**src/rtl/eid_pkg.sv**
```systemverilog
`timescale 1ns/1ps
package eid_pkg;
  localparam int REG_BITS   = 8;
  localparam int CYC_STATES = 6;
  localparam int SET_STATE  = 2;  // S3
  localparam int SMP_STATE  = 4;  // S5
  localparam int CLR_STATE  = 5;  // S6
  localparam logic [REG_BITS-1:0] PLAIN_BITS = 8'hF5;

  function automatic int type_pos(input int ch);
    return 2 * ch;
  endfunction

  function automatic int flag_pos(input int ch);
    return 2 * ch + 1;
  endfunction
endpackage

```
**src/rtl/eid_seq.sv**
```systemverilog
`timescale 1ns/1ps
module eid_seq #(
  parameter int STATES        = 6,
  parameter int CLK_PER_STATE = 2
) (
  input  logic              clk,
  input  logic              rst,
  output logic [STATES-1:0] state_oh,
  output logic [STATES-1:0] state_first
);
  localparam int TOTAL = STATES * CLK_PER_STATE;
  localparam int CW    = $clog2(TOTAL);

  logic [CW-1:0]     cnt_q;
  logic [CW-1:0]     cnt_nx;
  logic [STATES-1:0] oh_nx;
  logic [STATES-1:0] first_nx;

  always_comb begin
    cnt_nx = (cnt_q == CW'(TOTAL - 1)) ? '0 : cnt_q + CW'(1);
    for (int i = 0; i < STATES; i++) begin
      oh_nx[i]    = (int'(cnt_nx) >= i * CLK_PER_STATE) &&
                    (int'(cnt_nx) < (i + 1) * CLK_PER_STATE);
      first_nx[i] = (int'(cnt_nx) == i * CLK_PER_STATE);
    end
  end

  always_ff @(posedge clk) begin
    if (rst) begin
      cnt_q       <= '0;
      state_oh    <= {{(STATES-1){1'b0}}, 1'b1};
      state_first <= {{(STATES-1){1'b0}}, 1'b1};
    end else begin
      cnt_q       <= cnt_nx;
      state_oh    <= oh_nx;
      state_first <= first_nx;
    end
  end
endmodule

```
**src/rtl/eid_sync.sv**
```systemverilog
`timescale 1ns/1ps
module eid_sync #(
  parameter int   STAGES  = 2,
  parameter logic RST_VAL = 1'b1
) (
  input  logic clk,
  input  logic rst,
  input  logic d,
  output logic q
);
  logic [STAGES-1:0] sh;

  always_ff @(posedge clk) begin
    if (rst) sh <= {STAGES{RST_VAL}};
    else     sh <= {sh[STAGES-2:0], d};
  end

  assign q = sh[STAGES-1];
endmodule

```
**src/rtl/eid_ctrl.sv**
```systemverilog
`timescale 1ns/1ps
module eid_ctrl #(
  parameter int             W    = 8,
  parameter logic [W-1:0]   KEEP = '1
) (
  input  logic         clk,
  input  logic         rst,
  input  logic         we,
  input  logic [W-1:0] wdata,
  output logic [W-1:0] q
);
  always_ff @(posedge clk) begin
    if (rst)     q <= '0;
    else if (we) q <= wdata & KEEP;
  end
endmodule

```
**src/rtl/eid_channel.sv**
```systemverilog
`timescale 1ns/1ps
module eid_channel (
  input  logic clk,
  input  logic rst,
  input  logic pin_lvl,
  input  logic edge_mode,
  input  logic smp_stb,
  input  logic set_stb,
  input  logic clr_stb,
  input  logic ack,
  input  logic wr_en,
  input  logic wr_val,
  output logic flag
);
  logic lvl_pend;
  logic edge_pend;
  logic prev_hi;
  logic flag_nx;

  always_comb begin
    flag_nx = wr_en ? wr_val : flag;
    if (ack) flag_nx = 1'b0;
    if (!edge_mode && clr_stb) flag_nx = 1'b0;
    if (set_stb && (edge_mode ? edge_pend : lvl_pend)) flag_nx = 1'b1;
  end

  always_ff @(posedge clk) begin
    if (rst) begin
      lvl_pend  <= 1'b0;
      edge_pend <= 1'b0;
      prev_hi   <= 1'b1;
      flag      <= 1'b0;
    end else begin
      flag <= flag_nx;
      if (smp_stb) begin
        lvl_pend  <= ~pin_lvl;
        edge_pend <= prev_hi & ~pin_lvl;
        prev_hi   <= pin_lvl;
      end
    end
  end
endmodule

```
**src/rtl/ext_irq_detect.sv**
```systemverilog
`timescale 1ns/1ps
module ext_irq_detect
  import eid_pkg::*;
#(
  parameter int N_IRQ         = 2,
  parameter int STATES        = CYC_STATES,
  parameter int CLK_PER_STATE = 2,
  parameter int SYNC_STAGES   = 2
) (
  input  logic                clk,
  input  logic                rst,
  input  logic [1:0]          irq_n,
  input  logic [1:0]          ack,
  input  logic                reg_we,
  input  logic [7:0]          reg_wdata,
  output logic [7:0]          reg_rdata,
  output logic [1:0]          req,
  output logic [5:0]          state_oh
);
  logic [STATES-1:0]   stb_first;
  logic [STATES-1:0]   stb_oh;
  logic [REG_BITS-1:0] ctrl_q;

  eid_seq #(.STATES(STATES), .CLK_PER_STATE(CLK_PER_STATE)) u_seq (
    .clk(clk), .rst(rst), .state_oh(stb_oh), .state_first(stb_first)
  );

  assign state_oh = stb_oh;

  eid_ctrl #(.W(REG_BITS), .KEEP(PLAIN_BITS)) u_ctrl (
    .clk(clk), .rst(rst), .we(reg_we), .wdata(reg_wdata), .q(ctrl_q)
  );

  for (genvar g = 0; g < N_IRQ; g++) begin : g_ch
    logic pin_s;

    eid_sync #(.STAGES(SYNC_STAGES), .RST_VAL(1'b1)) u_sync (
      .clk(clk), .rst(rst), .d(irq_n[g]), .q(pin_s)
    );

    eid_channel u_chan (
      .clk(clk), .rst(rst), .pin_lvl(pin_s),
      .edge_mode(ctrl_q[type_pos(g)]),
      .smp_stb(stb_first[SMP_STATE]),
      .set_stb(stb_first[SET_STATE]),
      .clr_stb(stb_first[CLR_STATE]),
      .ack(ack[g]), .wr_en(reg_we), .wr_val(reg_wdata[flag_pos(g)]),
      .flag(req[g])
    );
  end

  always_comb begin
    reg_rdata = ctrl_q;
    for (int c = 0; c < N_IRQ; c++) reg_rdata[flag_pos(c)] = req[c];
  end
endmodule

```
**config.mk**
```make
export PLATFORM = sky130hd
export DESIGN_NAME = ext_irq_detect
export DESIGN_NICKNAME = d
export VERILOG_FILES = /design/src/rtl/eid_pkg.sv /design/src/rtl/eid_seq.sv /design/src/rtl/eid_sync.sv /design/src/rtl/eid_ctrl.sv /design/src/rtl/eid_channel.sv /design/src/rtl/ext_irq_detect.sv
export SDC_FILE = /design/constraint.sdc
export NUM_CORES = 1
export LEC_CHECK = 0
export BUFFER_PORTS_ARGS = -buffer_cell sky130_fd_sc_hd__buf_2
export CORE_MARGIN = 4
export CORE_UTILIZATION = 32
export DETAILED_ROUTE_END_ITERATION = 7
export PLACE_DENSITY_LB_ADDON = 0.15
export SETUP_SLACK_MARGIN = 0.15
export SLEW_MARGIN = 20
export SYNTH_ARGS = -nofsm -noshare
export SYNTH_HDL_FRONTEND = slang
export SYNTH_HIERARCHICAL = 1
export SYNTH_SLANG_ARGS = --single-unit
```
**constraint.sdc**
```tcl
create_clock -name clk -period 3.15 [get_ports clk]
set_input_delay 0.63 -clock clk [delete_from_list [all_inputs] [get_ports clk]]
set_output_delay 0.63 -clock clk [all_outputs]
set_load 0.05 [all_outputs]
```
==> flow_summary.yaml, run 1 <==
pwr:
  p_leak_nw: 0.652
  totalPowerFinal_mw: 0.826
  pwr_density_cell_mw_per_mm2: 528
  p_seq_frac: 0.510
  combinationalPowerShare: 0.141
  swShare: 0.274
  power.net_switching_mw: 0.227
  p_int_mw: 0.600
  ir_drop_v: 0.000342
  clkPwrFrac: 0.349
synth:
  syn_avg_cell_area_sq_um: 9.57
  ys_warn_count: 6
  syn-instance-count: 138
  synthesis.area_sq_mm: 0.00132
  synth_nets: 156
placement:
  place.gp.congestion: 0.757
  portBuffers: 30
  hpwl_mm: 1.87
sta:
  fmax_mhz: 568
  hold_viol_final: 0
  report.final.slew_viol_count: 0
  rsz0062_at_grt: "false"
  finClkSkew_ns: 0.00546
  tightest_slew_ns: 0.506
  relSlewSlack: 0.663
  final.setup.tns_ns: 0
  fin_crit_ns: 1.76
  setup_viol: 0
  fin_crit_sh: 0.559
job:
  maxCapViolations: 0
finish:
  final_nets: 185
  fill_cells: 417
  final_core_util: 0.391
  register_area_sq_um: 621
  drive_gt1_frac: 0.256
  area_growth_pct: 18.4
  diodes: 0
  multi_input_area_sq_um: 638
route:
  ant_nets: 0
  routedWlPerCell_um: 12.2
  first_pass_iters: 4
  via_per_inst: 4.83
  via_count: 1054
  wl_mm: 2.67
  drtIter0Drc: 54
  drc: 0
die:
  die_h_um: 72.3
  coreArea_sq_mm: 0.00400
  ios: 31
  dieWidth_um: 72.3
  row_count: 23
  start_util: 0.330
  die_area_sq_mm: 0.00522
global_route:
  antenna_found_initial: 0
  grt_pass1_wl_mm: 4.48
  grt_max_degree: 32
  grt_pass1_vias: 1003
  grt-ovfl-total: 0
  track_usage: 0.109
worst_setup_path:
  critPathArrivalTime_ns: 1.92
  end_kind: "register"
  path_class: "register to register"
  start_kind: "register"
  worst-endpoint-required_ns: 3.31
  critPathMaxFanout: 12
clock_network:
  clkSlewWorstSetupHoldPaths_ns: 0.06
  cts.htree.levels: 2
  post-cts-setup-buffer-count: 0
  cts_made_buffers: 5
  clock-root-buffer: "clkbuf_8"
  cts_tree: "yes"
  clk_latency_ns: 0.27
  clockBufferDepth: 2
  hold_buffers: 0
  cts_resized: 0
  clock-sinks: 31
hold_path:
  min_path_type: "register to register"
status:
  outcome: "finished clean"
-- worst max-delay path, stage by stage, from the launching register on --
cell      delay (ns)
dfxtp_1         0.52
ha_1            0.44
nor2b_1         0.30
a211oi_2        0.08
nor4b_1         0.31
-- path summary, 6_finish.rpt --
path / startpoint / to / slack, ns / cells past startpoint
hold / removal: g_ch[0].u_sync/sh[0] / g_ch[0].u_sync/sh[1] / 0.40 / 1
setup / recovery: u_seq/cnt_q[0] / u_seq/state_first[2] / 1.39 / 4
setup reg to reg: u_seq/cnt_q[0] / u_seq/state_first[2] / 1.39 / 4
hold reg to reg: g_ch[0].u_sync/sh[0] / g_ch[0].u_sync/sh[1] / 0.40 / 1
-- routing by layer --
layer | track usage | vias to the layer above | wire, um
li1 | - | 538 | -
met1 | 0.129 | 478 | 1200
met2 | 0.179 | 36 | 1230
met3 | 0.0332 | 2 | 221
met4 | 0.0543 | 0 | 19
met5 | 0 | - | 0
-- cells in the final DEF (no fill, tap or decap), drive strengths merged, types with 3 or more instances in the layout --
cell    instances
nand2           7
nand4           7
or2             8
nand2b         10
a21oi           9
nand3           4
dfxtp          31
buf            30
nor2b           4
nor2            8
ha              3
mux2i          10
inv             3
o21ai           4
clkbuf          7
-- per-stage QoR --
| stage | cell area, sq um | setup WS, ns | cells | hold slack [ns] |
|---|---|---|---|---|
| global placement | 1480 | 1.52 | 210 | 0.387 |
| floorplan | 1320 | 1.61 | 138 | 0.383 |
| finish | 1560 | 1.39 | 218 | 0.401 |
| global route | 1560 | 1.22 | 218 | 0.423 |
| detailed placement | 1480 | 1.42 | 210 | 0.391 |
| CTS | 1560 | 1.41 | 218 | 0.406 |
-- power groups by stage --
stage	Combinational (mW)	Sequential (mW)	Clock [mW]
after floorplan	0.0529	0.462	0
after global placement	0.115	0.429	0
after detailed placement	0.117	0.430	0
after CTS	0.117	0.421	0.300
after global routing	0.127	0.424	0.314
final	0.117	0.421	0.288
-- flip-flops by register name, summed over array words and instances, names as in the netlist --
register / count
g_ch.u_chan/edge_pend: 2
g_ch.u_chan/flag: 2
g_ch.u_sync/sh: 4
g_ch.u_chan/prev_hi: 2
u_ctrl/q: 6
g_ch.u_chan/lvl_pend: 2
u_seq/state_oh: 6
u_seq/state_first: 3
u_seq/cnt_q: 4
-- final cells by class --
type	count	area share
multi-input combinational	96	0.408
timing repair buffer	30	0.0960
sequential	31	0.397
clock buffer	7	0.0488
inverter	3	0.00720
clock inverter	1	0.00320
tap	50	0.0400
(Power assumes the default switching activity.)
==> inputs of run 2 (changes only) <==
clock period = 1.6 ns   (was 3.15 ns; I/O delays follow)
==> flow_summary.yaml, run 2 (synthesized netlist as in run 1, its figures left out) <==
worst_setup_path:
  end_kind: "register"
  start_kind: "register"
  reg2reg_slack_ns: 0.25
  critPathArrivalTime_ns: 1.54
  reg2reg_to: "u_seq/state_first[4]"
  r2r-start: "u_seq/cnt_q[1]"
  critPathMaxFanout: 9
  crit_start: "u_seq/cnt_q[1]"
  endpoint: "u_seq/state_first[4]"
  worst-endpoint-required_ns: 1.80
  path_class: "register to register"
  rr_worst_depth: 5
sta:
  whs_ns: 0.223
  final.setup.tns_ns: 0
  fmax_mhz: 742
  tightest_slew_ns: 0.410
  setup_viol: 0
  fin_crit_sh: 0.842
  hold_viol_final: 0
  relSlewSlack: 0.726
  finClkSkew_ns: 0.00580
  fin_crit_ns: 1.35
  rsz0062_at_grt: "false"
  report.final.slew_viol_count: 0
placement:
  hpwl_mm: 1.94
  placed_area_sq_mm: 0.00151
  place.gp.congestion: 0.783
  portBuffers: 30
status:
  outcome: "finished clean"
finish:
  final_cell_mix: "dfxtp_1 (30), buf_2 (30), mux2i_1 (10), nand2b_1 (10), a21oi_1 (8)"
  drive_gt1_frac: 0.314
  area_growth_pct: 24.3
  fill_cells: 424
  final_nets: 189
  finalInstanceArea_sq_mm: 0.00164
  diodes: 0
  top_regs: "u_ctrl/q: 6 flops, u_seq/state_oh: 6 flops"
route:
  via_per_inst: 4.78
  drtIter0Drc: 36
  first_pass_iters: 4
  via_count: 1061
  ant_nets: 0
  drc: 0
  routedWlPerCell_um: 12.2
  wl_mm: 2.71
global_route:
  track_usage: 0.108
  grt_max_degree: 22
  grt_pass1_vias: 963
  grt-ovfl-total: 0
  antenna_found_initial: 0
  grt_pass1_wl_mm: 4.34
pwr:
  clkPwrFrac: 0.425
  power.net_switching_mw: 0.475
  ir_drop_v: 0.000515
  combinationalPowerShare: 0.134
  p_seq_frac: 0.442
  swShare: 0.254
  totalPowerFinal_mw: 1.87
  p_int_mw: 1.39
  pwr_density_cell_mw_per_mm2: 1140
  p_leak_nw: 0.690
clock_network:
  clock-root-buffer: "clkbuf_8"
  clk_latency_ns: 0.28
  hold_buffers: 0
  clockBufferDepth: 2
  cts_tree: "yes"
  cts_made_buffers: 5
  clkSlewWorstSetupHoldPaths_ns: 0.07
  clock-sinks: 31
  cts.htree.levels: 2
die:
  ios: 31
  row_count: 23
  die_area_sq_mm: 0.00522
  start_util: 0.330
  coreArea_sq_mm: 0.00400
  die_h_um: 72.3
  dieWidth_um: 72.3
job:
  maxCapViolations: 0
hold_path:
  min_path_type: "primary input to register"
-- run 2: repair_timing --
| action | CTS | global route |
|---|---|---|
| gates resized for setup | 1 | 4 |
| setup buffers | 0 | 0 |
| endpoints found under the setup margin | 1 | 6 |
-- run 2: power by group through the flow --
stage	registers [mW]	clock network [mW]	logic, mW
detailed placement	0.840	0	0.244
global route	0.827	0.851	0.269
floorplan	0.910	0	0.104
global placement	0.839	0	0.244
finish	0.824	0.792	0.250
CTS	0.823	0.819	0.247
-- run 2: cell type report --
type                       count  area, sq um  share of cell area
clock inverter                 2         35.0              0.0213
timing repair buffer          34          180               0.110
sequential                    31          622               0.379
tap                           50         62.6              0.0381
multi-input combinational     96          649               0.395
clock buffer                   6         82.6              0.0503
inverter                       3         11.3             0.00685
-- run 2: how the worst min path moves through the flow --
stage,start,to,cells past startpoint,slack (ns)
floorplan,g_ch[0].u_sync/sh[0],g_ch[0].u_sync/sh[1],1,0.38
CTS,irq_n[1],g_ch[1].u_sync/sh[0],2,0.22
global route,irq_n[1],g_ch[1].u_sync/sh[0],2,0.22
detailed placement,g_ch[1].u_sync/sh[0],g_ch[1].u_sync/sh[1],1,0.39
finish,irq_n[1],g_ch[1].u_sync/sh[0],2,0.22
global placement,g_ch[0].u_sync/sh[0],g_ch[0].u_sync/sh[1],1,0.39
-- run 2: metal layers --
metal,global-route usage,vias up,routed length [um]
met5,0,-,0
met4,0.0376,0,10
met3,0.0499,2,275
met2,0.172,42,1210
met1,0.126,474,1210
li1,-,543,-
-- run 2: stage by stage --
| stage | worst slack, ns | instances | util |
|---|---|---|---|
| after floorplan | 0.203 | 138 | - |
| after global placement | 0.223 | 214 | 0.378 |
| after detailed placement | 0.163 | 214 | 0.378 |
| after CTS | 0.184 | 222 | 0.408 |
| after global routing | 0.184 | 222 | 0.411 |
| final | 0.252 | 222 | 0.411 |
-- run 2: critical path, cell delays in order, from the launching register on --
cell,delay (ns)
dfxtp_2,0.35
ha_1,0.22
buf_4,0.17
nor2_1,0.23
a21oi_2,0.08
o31ai_1,0.22
